<file path="src/rtl/mdrop_rx_pkg.sv">
package mdrop_rx_pkg;

  typedef enum logic [2:0] {
    ST_IDLE,
    ST_START,
    ST_DATA,
    ST_NINTH,
    ST_STOP
  } rx_state_e;

  typedef enum logic [1:0] {
    SEL_CTRL  = 2'd0,
    SEL_SADDR = 2'd1,
    SEL_SADEN = 2'd2,
    SEL_GATE  = 2'd3
  } cfg_sel_e;

  localparam int unsigned CTRL_NINE_BIT = 0;
  localparam int unsigned CTRL_AUTO_BIT = 1;
  localparam int unsigned GATE_BIT      = 0;

endpackage

</file>
<file path="src/rtl/mdrop_rx_frame.sv">
module mdrop_rx_frame
  import mdrop_rx_pkg::*;
#(
  parameter int unsigned DATA_W = 8,
  parameter int unsigned OSR    = 16
) (
  input  logic              clk_i,
  input  logic              rst_ni,
  input  logic              rx_i,
  input  logic              tick_i,
  input  logic              nine_en_i,
  output logic              done_o,
  output logic              stop_ok_o,
  output logic [DATA_W-1:0] data_o,
  output logic              ninth_o,
  output logic              frame_nine_o
);

  localparam int unsigned CNT_W = $clog2(OSR);
  localparam int unsigned IDX_W = (DATA_W > 1) ? $clog2(DATA_W) : 1;
  localparam logic [CNT_W-1:0] CNT_FULL = CNT_W'(OSR - 1);
  localparam logic [CNT_W-1:0] CNT_HALF = CNT_W'(OSR / 2 - 1);
  localparam logic [IDX_W-1:0] IDX_LAST = IDX_W'(DATA_W - 1);

  rx_state_e         state_q;
  logic [CNT_W-1:0]  cnt_q;
  logic [IDX_W-1:0]  idx_q;
  logic [DATA_W-1:0] shreg_q;
  logic              ninth_q;
  logic              nine_q;
  logic              at_mid;

  assign at_mid = tick_i && (cnt_q == CNT_FULL);

  always_ff @(posedge clk_i or negedge rst_ni) begin
    if (!rst_ni) begin
      state_q <= ST_IDLE;
      cnt_q   <= '0;
      idx_q   <= '0;
      shreg_q <= '0;
      ninth_q <= 1'b0;
      nine_q  <= 1'b0;
    end else if (tick_i) begin
      unique case (state_q)
        ST_IDLE: begin
          cnt_q <= '0;
          if (!rx_i) state_q <= ST_START;
        end
        ST_START: begin
          if (cnt_q == CNT_HALF) begin
            cnt_q <= '0;
            if (!rx_i) begin
              // frame format fixed for the whole character
              state_q <= ST_DATA;
              idx_q   <= '0;
              ninth_q <= 1'b0;
              nine_q  <= nine_en_i;
            end else begin
              state_q <= ST_IDLE;
            end
          end else begin
            cnt_q <= cnt_q + 1'b1;
          end
        end
        ST_DATA: begin
          cnt_q <= cnt_q + 1'b1;
          if (cnt_q == CNT_FULL) begin
            shreg_q <= {rx_i, shreg_q[DATA_W-1:1]};
            if (idx_q == IDX_LAST) state_q <= nine_q ? ST_NINTH : ST_STOP;
            else idx_q <= idx_q + 1'b1;
          end
        end
        ST_NINTH: begin
          cnt_q <= cnt_q + 1'b1;
          if (cnt_q == CNT_FULL) begin
            ninth_q <= rx_i;
            state_q <= ST_STOP;
          end
        end
        ST_STOP: begin
          cnt_q <= cnt_q + 1'b1;
          if (cnt_q == CNT_FULL) state_q <= ST_IDLE;
        end
        default: state_q <= ST_IDLE;
      endcase
    end
  end

  assign done_o       = at_mid && (state_q == ST_STOP);
  assign stop_ok_o    = rx_i;
  assign data_o       = shreg_q;
  assign ninth_o      = ninth_q;
  assign frame_nine_o = nine_q;

endmodule

</file>
<file path="src/rtl/mdrop_rx_match.sv">
module mdrop_rx_match #(
  parameter int unsigned DATA_W = 8
) (
  input  logic [DATA_W-1:0] addr_i,
  input  logic [DATA_W-1:0] saddr_i,
  input  logic [DATA_W-1:0] saden_i,
  output logic              hit_given_o,
  output logic              hit_bcast_o
);

  logic [DATA_W-1:0] bcast_pat;
  logic [DATA_W-1:0] given_ok;
  logic [DATA_W-1:0] bcast_ok;

  assign bcast_pat = saddr_i | ~saden_i;

  for (genvar b = 0; b < DATA_W; b++) begin : g_bit
    assign given_ok[b] = ~saden_i[b] | (addr_i[b] == saddr_i[b]);
    assign bcast_ok[b] = ~bcast_pat[b] | addr_i[b];
  end

  assign hit_given_o = &given_ok;
  assign hit_bcast_o = &bcast_ok;

endmodule

</file>
<file path="src/rtl/mdrop_rx_regs.sv">
module mdrop_rx_regs
  import mdrop_rx_pkg::*;
#(
  parameter int unsigned DATA_W = 8
) (
  input  logic              clk_i,
  input  logic              rst_ni,
  input  logic              we_i,
  input  logic [1:0]        sel_i,
  input  logic [DATA_W-1:0] wdata_i,
  input  logic              hw_set_i,
  input  logic              hw_clr_i,
  output logic              nine_o,
  output logic              auto_o,
  output logic [DATA_W-1:0] saddr_o,
  output logic [DATA_W-1:0] saden_o,
  output logic              gate_o
);

  logic              nine_q;
  logic              auto_q;
  logic [DATA_W-1:0] saddr_q;
  logic [DATA_W-1:0] saden_q;
  logic              gate_q;
  logic              host_gate;

  assign host_gate = we_i && (sel_i == SEL_GATE);

  always_ff @(posedge clk_i or negedge rst_ni) begin
    if (!rst_ni) begin
      nine_q  <= 1'b0;
      auto_q  <= 1'b0;
      saddr_q <= '0;
      saden_q <= '0;
    end else if (we_i) begin
      unique case (sel_i)
        SEL_CTRL: begin
          nine_q <= wdata_i[CTRL_NINE_BIT];
          auto_q <= wdata_i[CTRL_AUTO_BIT];
        end
        SEL_SADDR: saddr_q <= wdata_i;
        SEL_SADEN: saden_q <= wdata_i;
        default: ;
      endcase
    end
  end

  // host write wins over a hardware update in the same cycle
  always_ff @(posedge clk_i or negedge rst_ni) begin
    if (!rst_ni)       gate_q <= 1'b1;
    else if (host_gate) gate_q <= wdata_i[GATE_BIT];
    else if (hw_clr_i)  gate_q <= 1'b0;
    else if (hw_set_i)  gate_q <= 1'b1;
  end

  assign nine_o  = nine_q;
  assign auto_o  = auto_q;
  assign saddr_o = saddr_q;
  assign saden_o = saden_q;
  assign gate_o  = gate_q;

endmodule

</file>
<file path="src/rtl/mdrop_rx.sv">
module mdrop_rx
  import mdrop_rx_pkg::*;
#(
  parameter int unsigned DATA_W = 8,
  parameter int unsigned OSR    = 16
) (
  input  logic              clk_i,
  input  logic              rst_ni,
  input  logic              rx_i,
  input  logic              tick_i,
  input  logic              cfg_we_i,
  input  logic [1:0]        cfg_sel_i,
  input  logic [DATA_W-1:0] cfg_wdata_i,
  output logic [DATA_W-1:0] rx_data_o,
  output logic              rx_valid_o,
  output logic              rx_addr_o,
  output logic              frame_err_o,
  output logic              gate_o
);

  logic              fr_done;
  logic              fr_stop_ok;
  logic [DATA_W-1:0] fr_data;
  logic              fr_ninth;
  logic              frame_nine;

  logic              nine_en;
  logic              auto_en;
  logic [DATA_W-1:0] saddr;
  logic [DATA_W-1:0] saden;
  logic              gate;

  logic              hit_given;
  logic              hit_bcast;

  logic              accept;
  logic              hw_clr;
  logic              hw_set;

  logic [DATA_W-1:0] data_q;
  logic              valid_q;
  logic              addr_q;
  logic              err_q;

  mdrop_rx_frame #(
    .DATA_W(DATA_W),
    .OSR   (OSR)
  ) u_frame (
    .clk_i       (clk_i),
    .rst_ni      (rst_ni),
    .rx_i        (rx_i),
    .tick_i      (tick_i),
    .nine_en_i   (nine_en),
    .done_o      (fr_done),
    .stop_ok_o   (fr_stop_ok),
    .data_o      (fr_data),
    .ninth_o     (fr_ninth),
    .frame_nine_o(frame_nine)
  );

  mdrop_rx_match #(
    .DATA_W(DATA_W)
  ) u_match (
    .addr_i     (fr_data),
    .saddr_i    (saddr),
    .saden_i    (saden),
    .hit_given_o(hit_given),
    .hit_bcast_o(hit_bcast)
  );

  mdrop_rx_regs #(
    .DATA_W(DATA_W)
  ) u_regs (
    .clk_i   (clk_i),
    .rst_ni  (rst_ni),
    .we_i    (cfg_we_i),
    .sel_i   (cfg_sel_i),
    .wdata_i (cfg_wdata_i),
    .hw_set_i(hw_set),
    .hw_clr_i(hw_clr),
    .nine_o  (nine_en),
    .auto_o  (auto_en),
    .saddr_o (saddr),
    .saden_o (saden),
    .gate_o  (gate)
  );

  always_comb begin
    accept = 1'b0;
    hw_clr = 1'b0;
    hw_set = 1'b0;
    if (fr_done && fr_stop_ok) begin
      if (!frame_nine) begin
        accept = 1'b1;
      end else if (fr_ninth) begin
        accept = 1'b1;
        if (auto_en) begin
          if (hit_given || hit_bcast) hw_clr = 1'b1;
          else                        hw_set = 1'b1;
        end
      end else begin
        accept = !gate;
      end
    end
  end

  always_ff @(posedge clk_i or negedge rst_ni) begin
    if (!rst_ni) begin
      data_q  <= '0;
      valid_q <= 1'b0;
      addr_q  <= 1'b0;
      err_q   <= 1'b0;
    end else begin
      valid_q <= accept;
      err_q   <= fr_done && !fr_stop_ok;
      if (accept) begin
        data_q <= fr_data;
        addr_q <= fr_ninth && frame_nine;
      end
    end
  end

  assign rx_data_o   = data_q;
  assign rx_valid_o  = valid_q;
  assign rx_addr_o   = addr_q;
  assign frame_err_o = err_q;
  assign gate_o      = gate;

endmodule

</file>
<file path="config.mk">
export PLATFORM = sky130hd
export DESIGN_NAME = mdrop_rx
export DESIGN_NICKNAME = d
export VERILOG_FILES = /design/src/rtl/mdrop_rx_pkg.sv /design/src/rtl/mdrop_rx_frame.sv /design/src/rtl/mdrop_rx_match.sv /design/src/rtl/mdrop_rx_regs.sv /design/src/rtl/mdrop_rx.sv
export SDC_FILE = /design/constraint.sdc
export NUM_CORES = 1
export LEC_CHECK = 0
export ABC_AREA = 1
export BUFFER_PORTS_ARGS = -buffer_cell sky130_fd_sc_hd__buf_2
export CORE_ASPECT_RATIO = 0.8
export CORE_MARGIN = 4
export CORE_UTILIZATION = 60
export CTS_CLUSTER_SIZE = 28
export DETAILED_ROUTE_END_ITERATION = 16
export PLACE_DENSITY = 0.81
export SYNTH_ARGS = -nofsm -noshare
export SYNTH_HDL_FRONTEND = slang
export SYNTH_SLANG_ARGS = --single-unit
</file>
<file path="constraint.sdc">
create_clock -name clk_i -period 4.2 [get_ports clk_i]
set_clock_uncertainty 0.15 [all_clocks]
set_input_delay 0.42 -clock clk_i [delete_from_list [all_inputs] [get_ports clk_i]]
set_output_delay 0.42 -clock clk_i [all_outputs]
set_load 0.005 [all_outputs]
</file>
# ---- Word-level counts from Yosys, hierarchy flattened
# Cells that the tools add are included.
# W data, S select, Z words.
dict set report op_classes {
  n_addsub 2
  n_mul 0
  div_mod_pow 0
  n_lt_le_gt_ge 0
  n_eq_ne 26
  n_shift 0
  mux 36
  bitwise_logic 35
  reduce_logical 27
}
# cell count
set ops {}
lappend ops {{$mux W3} 11}
lappend ops {{$mux W1} 19}
lappend ops {{$not A1 Y1} 17}
lappend ops {{$or A1 B1 Y1} 16}
lappend ops {{$reduce_and A8 Y1} 2}
lappend ops {{$pmux W3 S5} 1}
lappend ops {{$pmux W4 S3} 1}
lappend ops {{$ne A2 B1 Y1 const B} 5}
lappend ops {{$eq A1 B1 Y1} 8}
lappend ops {{$not A8 Y8} 1}
lappend ops {{$or A8 B8 Y8} 1}
lappend ops {{$reduce_and A2 Y1} 4}
lappend ops {{$reduce_and A7 Y1} 1}
lappend ops {{$eq A3 B2 Y1 const B} 2}
lappend ops {{$eq A3 B3 Y1 const B} 2}
lappend ops {{$logic_and A1 B1 Y1} 6}
lappend ops {{$ne A2 B2 Y1 const B} 3}
lappend ops {{$pmux W3 S2} 1}
lappend ops {{$reduce_and A6 Y1} 1}
lappend ops {{$reduce_bool A3 Y1} 2}
lappend ops {{$reduce_and A5 Y1} 1}
lappend ops {{$add A4 B1 Y4 const B} 1}
lappend ops {{$eq A2 B2 Y1 const B} 2}
lappend ops {{$eq A4 B3 Y1 const B} 1}
lappend ops {{other kinds (15)} 17}
dict set report word_totals {
  regBits 50
  latch_bits 0
  ramBits 0
  mem_bits_ro 0
  input_bits 15
  output_inout_bits 12
  wordCells 141
  memories 0
}

# ---- Longest topological paths before layout
# Gate-level depths: netlist (run 1).
dict set report depth {
  ltp_word 14
  depth_mapped 10
  ltp_nobuf 10
}

# ---- By module
# Synthesis (run 1) repeated with hierarchy kept, for this count alone.
dict set report hier_totals {
  hier_cells 333
  area_unflattened_um2 2641.3
}
# module n_inst cells_each area_each_um2 seq_area_each_um2
set modules_own_cells {}
lappend modules_own_cells {mdrop_rx_frame 1 138 1066.0 500.5}
lappend modules_own_cells {mdrop_rx_regs 1 74 825.8 476.7}
lappend modules_own_cells {mdrop_rx 1 54 478.0 275.3}
lappend modules_own_cells {mdrop_rx_match 1 67 271.5 0.0}

# ---- Least setup slack after synthesis (run 1)
# OpenSTA, ideal clock, no wires.
dict set report synth_path {
  kind {flip-flop to flip-flop}
  start {reg u_frame.cnt_q[0]}
  end {reg addr_q (netlist: rx_addr_o)}
  setup_ns 0.124
  arrival_time_ns 1.307
  t_required_ns 3.926
  path_slack_ns 2.619
  path_stages_with_launch 8
  n_path_buf 1
  synth_period_minus_slack_ns 1.581
  cell_sequence {dfrtp_1 > ha_1 > nand3_1 > nor2_4 > nand4_4 > buf_6 > nand2_1 > o31ai_1}
}
dict set report synth_via {
  elab_chain_len 5
}
# item line
set synth_lines {}
lappend synth_lines {{from (decl)} mdrop_rx_frame.sv:26} ;# logic [CNT_W-1:0] cnt_q;
lappend synth_lines {{from (signal assigned)} mdrop_rx_frame.sv:62} ;# cnt_q <= cnt_q + 1'b1;
lappend synth_lines {{from (signal assigned)} mdrop_rx_frame.sv:66} ;# cnt_q <= cnt_q + 1'b1;
lappend synth_lines {{from (signal assigned)} mdrop_rx_frame.sv:74} ;# cnt_q <= cnt_q + 1'b1;
lappend synth_lines {{$eq A4 B4 Y1} mdrop_rx_frame.sv:33} ;# assign at_mid = tick_i && (cnt_q == CNT_FULL);
lappend synth_lines {{$logic_and A1 B1 Y1} mdrop_rx_frame.sv:33}
lappend synth_lines {{$logic_and A1 B1 Y1} mdrop_rx_frame.sv:89} ;# assign done_o = at_mid && (state_q == ST_STOP);
lappend synth_lines {{$logic_and A1 B1 Y1} mdrop_rx.sv:92} ;# if (fr_done && fr_stop_ok) begin
lappend synth_lines {{$mux W1} mdrop_rx.sv:92}
lappend synth_lines {{to (signal assigned)} mdrop_rx.sv:118} ;# addr_q <= fr_ninth && frame_nine;
lappend synth_lines {{to (decl)} mdrop_rx.sv:42} ;# logic addr_q;
# Every way passes these cells.
# A chain may end at the register's enable or synchronous reset.

# ---- Final worst setup path (run 1)
dict set report layout_path {
  start {reg u_frame.cnt_q[0]}
  end {reg data_q[0] (netlist: rx_data_o[0])}
}
dict set report layout_via {
  elab_chain_len 5
}
# item line
set layout_lines {}
lappend layout_lines {{$eq A4 B4 Y1} mdrop_rx_frame.sv:33}
lappend layout_lines {{$logic_and A1 B1 Y1} mdrop_rx_frame.sv:33}
lappend layout_lines {{$logic_and A1 B1 Y1} mdrop_rx_frame.sv:89}
lappend layout_lines {{$logic_and A1 B1 Y1} mdrop_rx.sv:92}
lappend layout_lines {{$mux W1} mdrop_rx.sv:92}
lappend layout_lines {{to (signal assigned)} mdrop_rx.sv:117} ;# data_q <= fr_data;
lappend layout_lines {{to (decl)} mdrop_rx.sv:40} ;# logic [DATA_W-1:0] data_q;
# Every way passes these cells.

==> impl_results.md, run 1 <==
* Outcome: finished, final reports clean
* Root Buffer: sky130_fd_sc_hd__clkbuf_8
* Proportion of layout cells with a drive suffix above 1 at 0.195
* Layout-stage area growth over the synthesis result at 11.0%
* Total of warnings raised by yosys at 0
* Post-CTS sizing at 0
* Die extent in y at 65.8 um
* Top fanout value on the critical path at 18
* Post-Route Setup TNS at 0 ns
* Post-detailed-route wirelength per cell at 12.6 um
* Number of I/O port buffers at 26
* Max-capacitance violation count at 0
* Clock power share at 0.274
* Post-Syn Nets at 329
* Setup crit start kind: flop
* Chip Width at 80.2 um
* Mapped Area at 2500 um2
* Total clock buffers created by CTS at 5
* Cell leakage power at 1.42 nW
* Area enclosed by the die boundary at 5280 um2
* Initial DRT Pass Iterations at 4
* Top-level port count at 27
* Maximum clock insertion buffer count at 2
* Non-filler cells, final at 394
* Startpoint of the worst-slack reg-to-reg timing path: u_frame.cnt_q[0]
* Total setup violations reported at the end of the flow at 0
* Portion of total power attributed to combinational logic at 0.240
* Total vias in the final route at 2001
* Endpoints failing hold at 0
* Placeable Area at 3900 um2
* Final slew viol count at 0
* Half-perimeter wire length after detailed placement at 3650 um
* Worst hold-check path type: in2async
* Type of destination of the critical path: flop
* Overflow left after global routing at 0
* Final period utilization at 0.435
* Sequential cell area fraction in the yosys report at 0.500
* Number of cells after detailed placement at 387
* Number of fill cells at 300
* NumNets Final at 357
* Reg2Reg Capture Point: rx_data_o[0]
* GRT Overall Usage at 0.215
* Number of buffers inserted to repair setup after CTS at 0
* Number of violations reported at the end of detailed-routing iteration 0 at 240
* Clock latency reported for the late side of the worst-skew pair at 0.30 ns
* Number of antenna violations at the first check in global routing at 0
* Power dissipated by switching net loads at 0.000411 W
* Worst endpoint data arrival time at 1.86 ns
* Post-route ant nets at 0
* Number of global-route vias before repair at 1833
* Time the final worst path needs with I/O delays and setup at 1.83 ns
* Required time of the worst setup path at 4.24 ns
* Global-route wire length before repair at 8690 um
* Remaining DRCs at 0
* Number of standard cells after synthesis at 311
* Initial Utilization at 0.641
* Diode insertion count for antenna repair at 0
* Number of H-tree levels at 2
* Syn avg cell area at 8.05 um2
* Worst vdd rail ir drop at 248 uV
* Sequential Power Share at 0.487
* CTS tree: built
* Pin count of the biggest net entering global routing at 51
* Wire length after detailed routing at 4960 um
* Worst reg2reg setup slack at 2.37 ns
* Switching portion of total power at 0.330
* Worst reg2reg path depth at 6
* Internal power consumption at 0.000833 W
* Flip-flop and latch count after synthesis at 50
* Last weighted congestion value of the routability-driven placer at 0.965
* CTS Hold Bufs at 0
* Power Dens Cells at 447 nW/um2
* Timing-limited maximum frequency at 548 MHz
* Via/cell ratio at 5.08
* Type of the setup path with the least slack: reg2reg
* Final Total Pwr at 0.00124 W
* Pin slew with the least headroom to its limit at 1.09 ns
* Unrepaired setup endpoints after global routing: false
* Worst slew margin relative to its limit at 0.276
* Clk sinks at 50
* Number of cell rows at 20
* Clock-pin slew on the worst setup and hold paths at 0.08 ns
* Library cells used by synthesis at 27
synthesized netlist by cell type:
| cell | instances | area share |
|---|---|---|
| sky130_fd_sc_hd__nand2_1 | 89 | 0.13 |
| sky130_fd_sc_hd__nor3_1 | 1 | 0.0020 |
| sky130_fd_sc_hd__dfrtp_1 | 49 | 0.49 |
| sky130_fd_sc_hd__buf_6 | 2 | 0.0090 |
| sky130_fd_sc_hd__nor2_4 | 1 | 0.0045 |
| sky130_fd_sc_hd__nand3_2 | 1 | 0.0040 |
| sky130_fd_sc_hd__a21boi_0 | 1 | 0.0030 |
| sky130_fd_sc_hd__ha_1 | 3 | 0.015 |
| sky130_fd_sc_hd__dfstp_2 | 1 | 0.010 |
| sky130_fd_sc_hd__nor2_1 | 30 | 0.045 |
| sky130_fd_sc_hd__buf_2 | 1 | 0.0020 |
| sky130_fd_sc_hd__nand4_1 | 1 | 0.0025 |
| sky130_fd_sc_hd__o21ai_0 | 25 | 0.050 |
| sky130_fd_sc_hd__nand2_2 | 5 | 0.012 |
| sky130_fd_sc_hd__clkbuf_1 | 2 | 0.0030 |
| sky130_fd_sc_hd__nand3_1 | 18 | 0.036 |
| sky130_fd_sc_hd__a21oi_2 | 1 | 0.0035 |
| sky130_fd_sc_hd__o21ai_1 | 8 | 0.016 |
| sky130_fd_sc_hd__or2_2 | 1 | 0.0025 |
| sky130_fd_sc_hd__inv_2 | 2 | 0.0030 |
| sky130_fd_sc_hd__nor2_2 | 3 | 0.0075 |
| sky130_fd_sc_hd__o21ai_2 | 17 | 0.059 |
| sky130_fd_sc_hd__o31ai_1 | 1 | 0.0030 |
| sky130_fd_sc_hd__inv_1 | 40 | 0.060 |
| sky130_fd_sc_hd__nand4_4 | 1 | 0.0085 |
| sky130_fd_sc_hd__a21oi_1 | 6 | 0.012 |
| sky130_fd_sc_hd__nor4_1 | 1 | 0.0025 |
flip-flops by register name, summed over array words and instances, names as in the netlist:
register / count
u_regs.saden_o: 8
rx_addr_o: 1
rx_valid_o: 1
u_frame.idx_q: 3
u_frame.cnt_q: 4
u_frame.frame_nine_o: 1
u_frame.data_o: 8
u_regs.auto_o: 1
u_regs.gate_o: 1
u_frame.state_q: 3
rx_data_o: 8
u_regs.saddr_o: 8
u_frame.ninth_o: 1
frame_err_o: 1
u_regs.nine_o: 1
area by class of cell:
type / instances / area, um2 / share of cell area
Clock inverter: 1 / 30.0 / 0.0108
Clock buffer: 6 / 82.6 / 0.0297
Timing Repair Buffer: 26 / 130 / 0.0468
Tap cell: 55 / 68.8 / 0.0248
Sequential cell: 50 / 1250 / 0.450
Multi-Input combinational cell: 214 / 1060 / 0.381
Inverter: 42 / 158 / 0.0567
metal layers:
layer  vias to the layer above  global-route usage  share of wire
met1                       894               0.333           0.52
met4                         0              0.0527         0.0054
met3                         4              0.0477          0.073
li1                       1034                   -              -
met5                         -                   0              0
met2                        69               0.306           0.40
worst max-delay path: stages (launching register included):
cell and delay, ns:
sky130_fd_sc_hd__dfrtp_1 0.40, sky130_fd_sc_hd__ha_1 0.20, sky130_fd_sc_hd__nand3_1 0.22, sky130_fd_sc_hd__nor2_4 0.20, sky130_fd_sc_hd__nand4_4 0.28, sky130_fd_sc_hd__nand2_1 0.18
sky130_fd_sc_hd__o21ai_2 0.07
power groups by stage:
stage,clock network [W],logic (W),registers [W]
global route,0.000370,0.000343,0.000612
finish,0.000340,0.000298,0.000605
global placement,0,0.000281,0.000609
CTS,0.000346,0.000296,0.000603
detailed placement,0,0.000294,0.000612
floorplan,0,0.000226,0.000595
layout by cell type (no fill, tap or decap), drive strengths merged:
master,instances
nand2,94
o21ai,50
dfrtp,49
inv,42
nor2,34
buf,26
nand3,19
a21oi,7
clkbuf,6
ha,3
nand4,2
nor4,1
or2,1
nor3,1
a21boi,1
o31ai,1
bufinv,1
dfstp,1
cell families (layout without fill, tap and decap cells):
kind of cell / after synthesis / in the layout / share of synthesized area
AOI/OAI and AO/OA: 59 / 59 / 0.147
adders and majority gates: 3 / 3 / 0.0150
buffers and inverters: 47 / 75 / 0.0770
DFF: 50 / 50 / 0.500
and+or+nand+nor: 152 / 152 / 0.261
worst max path at each step:
stage	depth (start not counted)	slack [ns]	end	start
after CTS	6	2.36	rx_data_o[0]	u_frame.cnt_q[0]
after global placement	6	2.48	rx_data_o[4]	u_frame.cnt_q[0]
after detailed placement	6	2.41	rx_addr_o	u_frame.cnt_q[0]
final	6	2.37	rx_data_o[0]	u_frame.cnt_q[0]
after floorplan	7	2.62	rx_addr_o	u_frame.cnt_q[0]
after global routing	6	2.20	rx_data_o[2]	u_frame.cnt_q[0]
per-stage QoR:
stage / utilization / hold slack [ns] / setup slack (ns) / cell area [um2]
2_1_floorplan: - / -0.0256 / 2.62 / 2500
3_3_place_gp: 0.683 / 0.312 / 2.48 / 2670
3_5_place_dp: 0.683 / 0.315 / 2.41 / 2670
4_1_cts: 0.712 / 0.205 / 2.36 / 2780
5_1_grt: 0.712 / 0.240 / 2.20 / 2780
6_report: 0.712 / 0.163 / 2.37 / 2780
No activity file was read; power rests on OpenSTA's default activity.
==> run 2: changes to the inputs <==
--- a/config.mk
+++ b/config.mk
@@ -5,14 +5,14 @@
 export SDC_FILE = /design/constraint.sdc
 export NUM_CORES = 1
 export LEC_CHECK = 0
-export ABC_AREA = 1
+export ABC_AREA = 0
 export BUFFER_PORTS_ARGS = -buffer_cell sky130_fd_sc_hd__buf_2
 export CORE_ASPECT_RATIO = 0.8
 export CORE_MARGIN = 4
-export CORE_UTILIZATION = 60
+export CORE_UTILIZATION = 58
 export CTS_CLUSTER_SIZE = 28
 export DETAILED_ROUTE_END_ITERATION = 16
-export PLACE_DENSITY = 0.81
+export PLACE_DENSITY = 0.79
 export SYNTH_ARGS = -nofsm -noshare
 export SYNTH_HDL_FRONTEND = slang
 export SYNTH_SLANG_ARGS = --single-unit
==> constraint.sdc (replaced) <==
create_clock -name clk_i -period 1.8 [get_ports clk_i]
set_clock_uncertainty 0.15 [all_clocks]
set_input_delay 0.18 -clock clk_i [delete_from_list [all_inputs] [get_ports clk_i]]
set_output_delay 0.18 -clock clk_i [all_outputs]
set_load 0.005 [all_outputs]
==> impl_results.md, run 2 <==
* Placed Area at 2760 um2 (+3.5%)
* Initial Utilization at 0.619 (-0.0228)
* Post-Route Setup TNS at -0.638 ns (-0.638 ns)
* Type of the setup path with the least slack: reg2reg
* Post-detailed-route wirelength per cell at 17.0 um (+35%)
* Top-level port count at 27 (unchanged)
* Violations in the final reports: setup timing
* Mapped Area at 2410 um2 (-3.5%)
* Non-filler cells, final at 322 (-18%)
* Clock latency reported for the late side of the worst-skew pair at 0.30 ns (about the same)
* Adder-cell share of the synthesized area at 0.0155 (+0.000552)
* Required time of the worst setup path at 1.84 ns (-2.40 ns)
* Crit path largest cell delay at 0.42 ns (+0.02 ns)
* Area fraction in and, or, nand and nor cells after synthesis at 0.105 (-0.156)
* Compound-Gate Fraction of Synth Area at 0.109 (-0.0381)
* Number of standard cells after synthesis at 209 (-33%)
* Largest family of logic cells by synthesized area: multiplexers
* Synth top area share at 0.508 (+0.0180)
* Remaining DRCs at 0 (unchanged)
* Most used flip-flop cell after synthesis: sky130_fd_sc_hd__dfrtp_1
* Worst reg2reg path depth at 5 (-1)
* Via/cell ratio at 5.62 (+11%)
* Number of I/O port buffers at 26 (unchanged)
* Cell leakage power at 1.50 nW (+5.0%)
* Worst hold-check path type: in2reg
* Cell Chain, Critical Path: or3b_4 -> o21ai_2 -> o211ai_1 -> a21oi_4 -> mux2_2
* Area enclosed by the die boundary at 5270 um2 (-0.19%)
* Most area-consuming cells after synthesis: sky130_fd_sc_hd__dfrtp_1, sky130_fd_sc_hd__mux2_2, sky130_fd_sc_hd__xor2_1, sky130_fd_sc_hd__a21oi_1, sky130_fd_sc_hd__o21ai_0
* Mux contribution to synthesized area at 0.177 (+0.177)
* Placeable Area at 3900 um2 (unchanged)
* Syn avg cell area at 11.6 um2 (+44%)
* Clock-pin slew on the worst setup and hold paths at 0.09 ns (about the same)
* Pin slew with the least headroom to its limit at 0.531 ns (-0.554 ns)
* Proportion of register bits with asynchronous set or reset after synthesis at 1.00 (unchanged)
* GRT Overall Usage at 0.232 (+0.0171)
* Worst vdd rail ir drop at 644 uV (+160%)
* Endpoints failing hold at 0 (unchanged)
* Final Total Pwr at 0.00347 W (+180%)
* Top fanout value on the critical path at 4 (-14)
* Library cells used by synthesis at 37 (+37%)
* Total setup violations reported at the end of the flow at 6 (+6)
* Overflow left after global routing at 0 (unchanged)
* Final slew viol count at 0 (unchanged)
* Layout Cell Area excl Fill at 3110 um2 (+12%)
* Number of fill cells at 231 (-23%)
* Total vias in the final route at 1809 (-9.6%)
* Commonest non-fill, non-tap cell in the layout: sky130_fd_sc_hd__dfrtp_1
* Max-capacitance violation count at 0 (unchanged)
* Chip Width at 80.1 um (about the same)
* Worst slew margin relative to its limit at 0.645 (+0.369)
* Last weighted congestion value of the routability-driven placer at 0.784 (-19%)
* EDFF count, synth at 0 (unchanged)
* Initial DRT Pass Iterations at 5 (+1)
* Maximum clock insertion buffer count at 2 (unchanged)
* Post-Syn Nets at 227 (-31%)
* Total clock buffers created by CTS at 5 (unchanged)
* Cell type contributing the most total cell area after synthesis: sky130_fd_sc_hd__dfrtp_1
* Unrepaired setup endpoints after global routing: true
* Worst endpoint data arrival time at 1.97 ns (+0.11 ns)
* Flip-flop and latch count after synthesis at 50 (unchanged)
* NumNets Final at 284 (-20%)
* Total of warnings raised by yosys at 0 (unchanged)
* CTS tree: built
* Pin count of the biggest net entering global routing at 51 (unchanged)
* Wire length after detailed routing at 5460 um (+10%)
* Clk sinks at 50 (unchanged)
* Global-route wire length before repair at 9160 um (+5.5%)
* Number of cells after detailed placement at 303 (-22%)
* Post-route setup slack at -0.136 ns (-2.51 ns)
* Number of violations reported at the end of detailed-routing iteration 0 at 117 (-51%)
* Half-perimeter wire length after detailed placement at 3560 um (-2.3%)
* Leading cell type by number of instances after synthesis: sky130_fd_sc_hd__dfrtp_1
* Post-route ant nets at 0 (unchanged)
* Xor/xnor share of the synthesized area at 0.0363 (+0.0363)
* Outcome: complete, but fails checks
* Sequential cell area fraction in the yosys report at 0.519 (+0.0184)
* Time the final worst path needs with I/O delays and setup at 1.94 ns (+0.111 ns)
* Setup crit start kind: flop
* Diode insertion count for antenna repair at 0 (unchanged)
* Layout-stage area growth over the synthesis result at 28.7%
* Power Dens Cells at 1120 nW/um2 (+150%)
* Slowest CP cell: sky130_fd_sc_hd__or3b_4
* Type of destination of the critical path: flop
* Final period utilization at 1.08 (+0.641)
* Number of H-tree levels at 2 (unchanged)
* Most frequent cells after synthesis: sky130_fd_sc_hd__dfrtp_1, sky130_fd_sc_hd__mux2_2, sky130_fd_sc_hd__inv_1, sky130_fd_sc_hd__nand2_1, sky130_fd_sc_hd__a21oi_1
* Most used cells in the layout excluding fill and tap cells: sky130_fd_sc_hd__dfrtp_1, sky130_fd_sc_hd__mux2_2, sky130_fd_sc_hd__buf_2, sky130_fd_sc_hd__buf_4, sky130_fd_sc_hd__inv_1
* Number of cell rows at 20 (unchanged)
* Number of global-route vias before repair at 1801 (-1.7%)
* Proportion of layout cells with a drive suffix above 1 at 0.416 (+0.221)
* Die extent in y at 65.7 um (about the same)
* Count of cells along the worst hold path at 3
* Root Buffer: sky130_fd_sc_hd__clkbuf_8
* Number of antenna violations at the first check in global routing at 0 (unchanged)
* Timing-limited maximum frequency at 516 MHz (-5.7%)
run 2: cell count changes after synthesis, sizes merged, moves of 4 or more:
cell / delta
a21oi: +5
a22oi: +4
and3: +4
inv: -30
mux2: +38
nand2: -82
nand3: -13
nor2: -25
o21ai: -39
xor2: +9
run 2: what timing repair did:
action / in CTS / in global routing
pin swaps: 1 / 8
endpoints found under the setup margin: 15 / 26
gates resized for setup: 4 / 20
endpoints found under the hold margin: 64 / 0
hold buffers: 10 / 0
setup buffers: 0 / 2
run 2: critical path, delay by kind of cell, from the launching register on:
family	cells	cell delay, ns
and+or+nand+nor	1	0.42
muxes	1	0.36
AOI/OAI and AO/OA	3	0.50
DFF	1	0.39
run 2: kinds of logic after synthesis:
kind of cell	after synthesis
AO/OA/AOI/OAI	41
adder cells (fa/ha/maj)	3
flip-flops	50
XOR/XNOR	10
buffers and inverters	19
AND/OR/NAND/NOR	48
multiplexers	38
run 2: path summary, 6_finish.rpt:
path / start / endpoint / slack [ns]
max: u_frame.state_q[1] / u_frame.idx_q[1] / -0.14
min: cfg_we_i / u_regs.gate_o / 0.03
max reg2reg: u_frame.state_q[1] / u_frame.idx_q[1] / -0.14
min reg2reg: rx_addr_o / rx_addr_o / 0.33
max in group asynchronous: rst_ni / u_regs.gate_o / 0.97
min in group asynchronous: rst_ni / u_regs.saddr_o[6] / 0.24
run 2: report_power, final:
| group | switching [W] | leakage, nW | total, W | internal [W] |
|---|---|---|---|---|
| sequential | 0.000192 | 0.633 | 0.00151 | 0.00132 |
| clock | 0.000358 | 0.0714 | 0.000950 | 0.000592 |
| combinational | 0.000444 | 0.791 | 0.00101 | 0.000566 |
| total | 0.000994 | 1.50 | 0.00347 | 0.00248 |
run 2: area by class of cell:
cell class,count,area [um2],area share
clock buffer,6,82.6,0.0266
timing repair buffer,57,417,0.134
tap,55,68.8,0.0222
multi-input combinational,140,1180,0.380
inverter,12,45.0,0.0145
sequential,50,1250,0.403
clock inverter,2,60.1,0.0193
run 2: through the flow:
| step | setup slack (ns) | utilization | hold WS, ns |
|---|---|---|---|
| finish | -0.136 | 0.796 | 0.0305 |
| CTS | -0.130 | 0.772 | 0.00564 |
| floorplan | -0.0935 | - | -0.266 |
| global route | -0.225 | 0.796 | 0.0246 |
| detailed placement | -0.127 | 0.707 | 0.0405 |
| global placement | -0.0657 | 0.707 | 0.0344 |
run 2: metal layers:
layer  track usage  wire length (um)  vias up
met5             0                 0        -
met4        0.0717                72        0
met3        0.0603               296        8
met2         0.351              2540       59
met1         0.329              2550      878
li1              -                 -      864
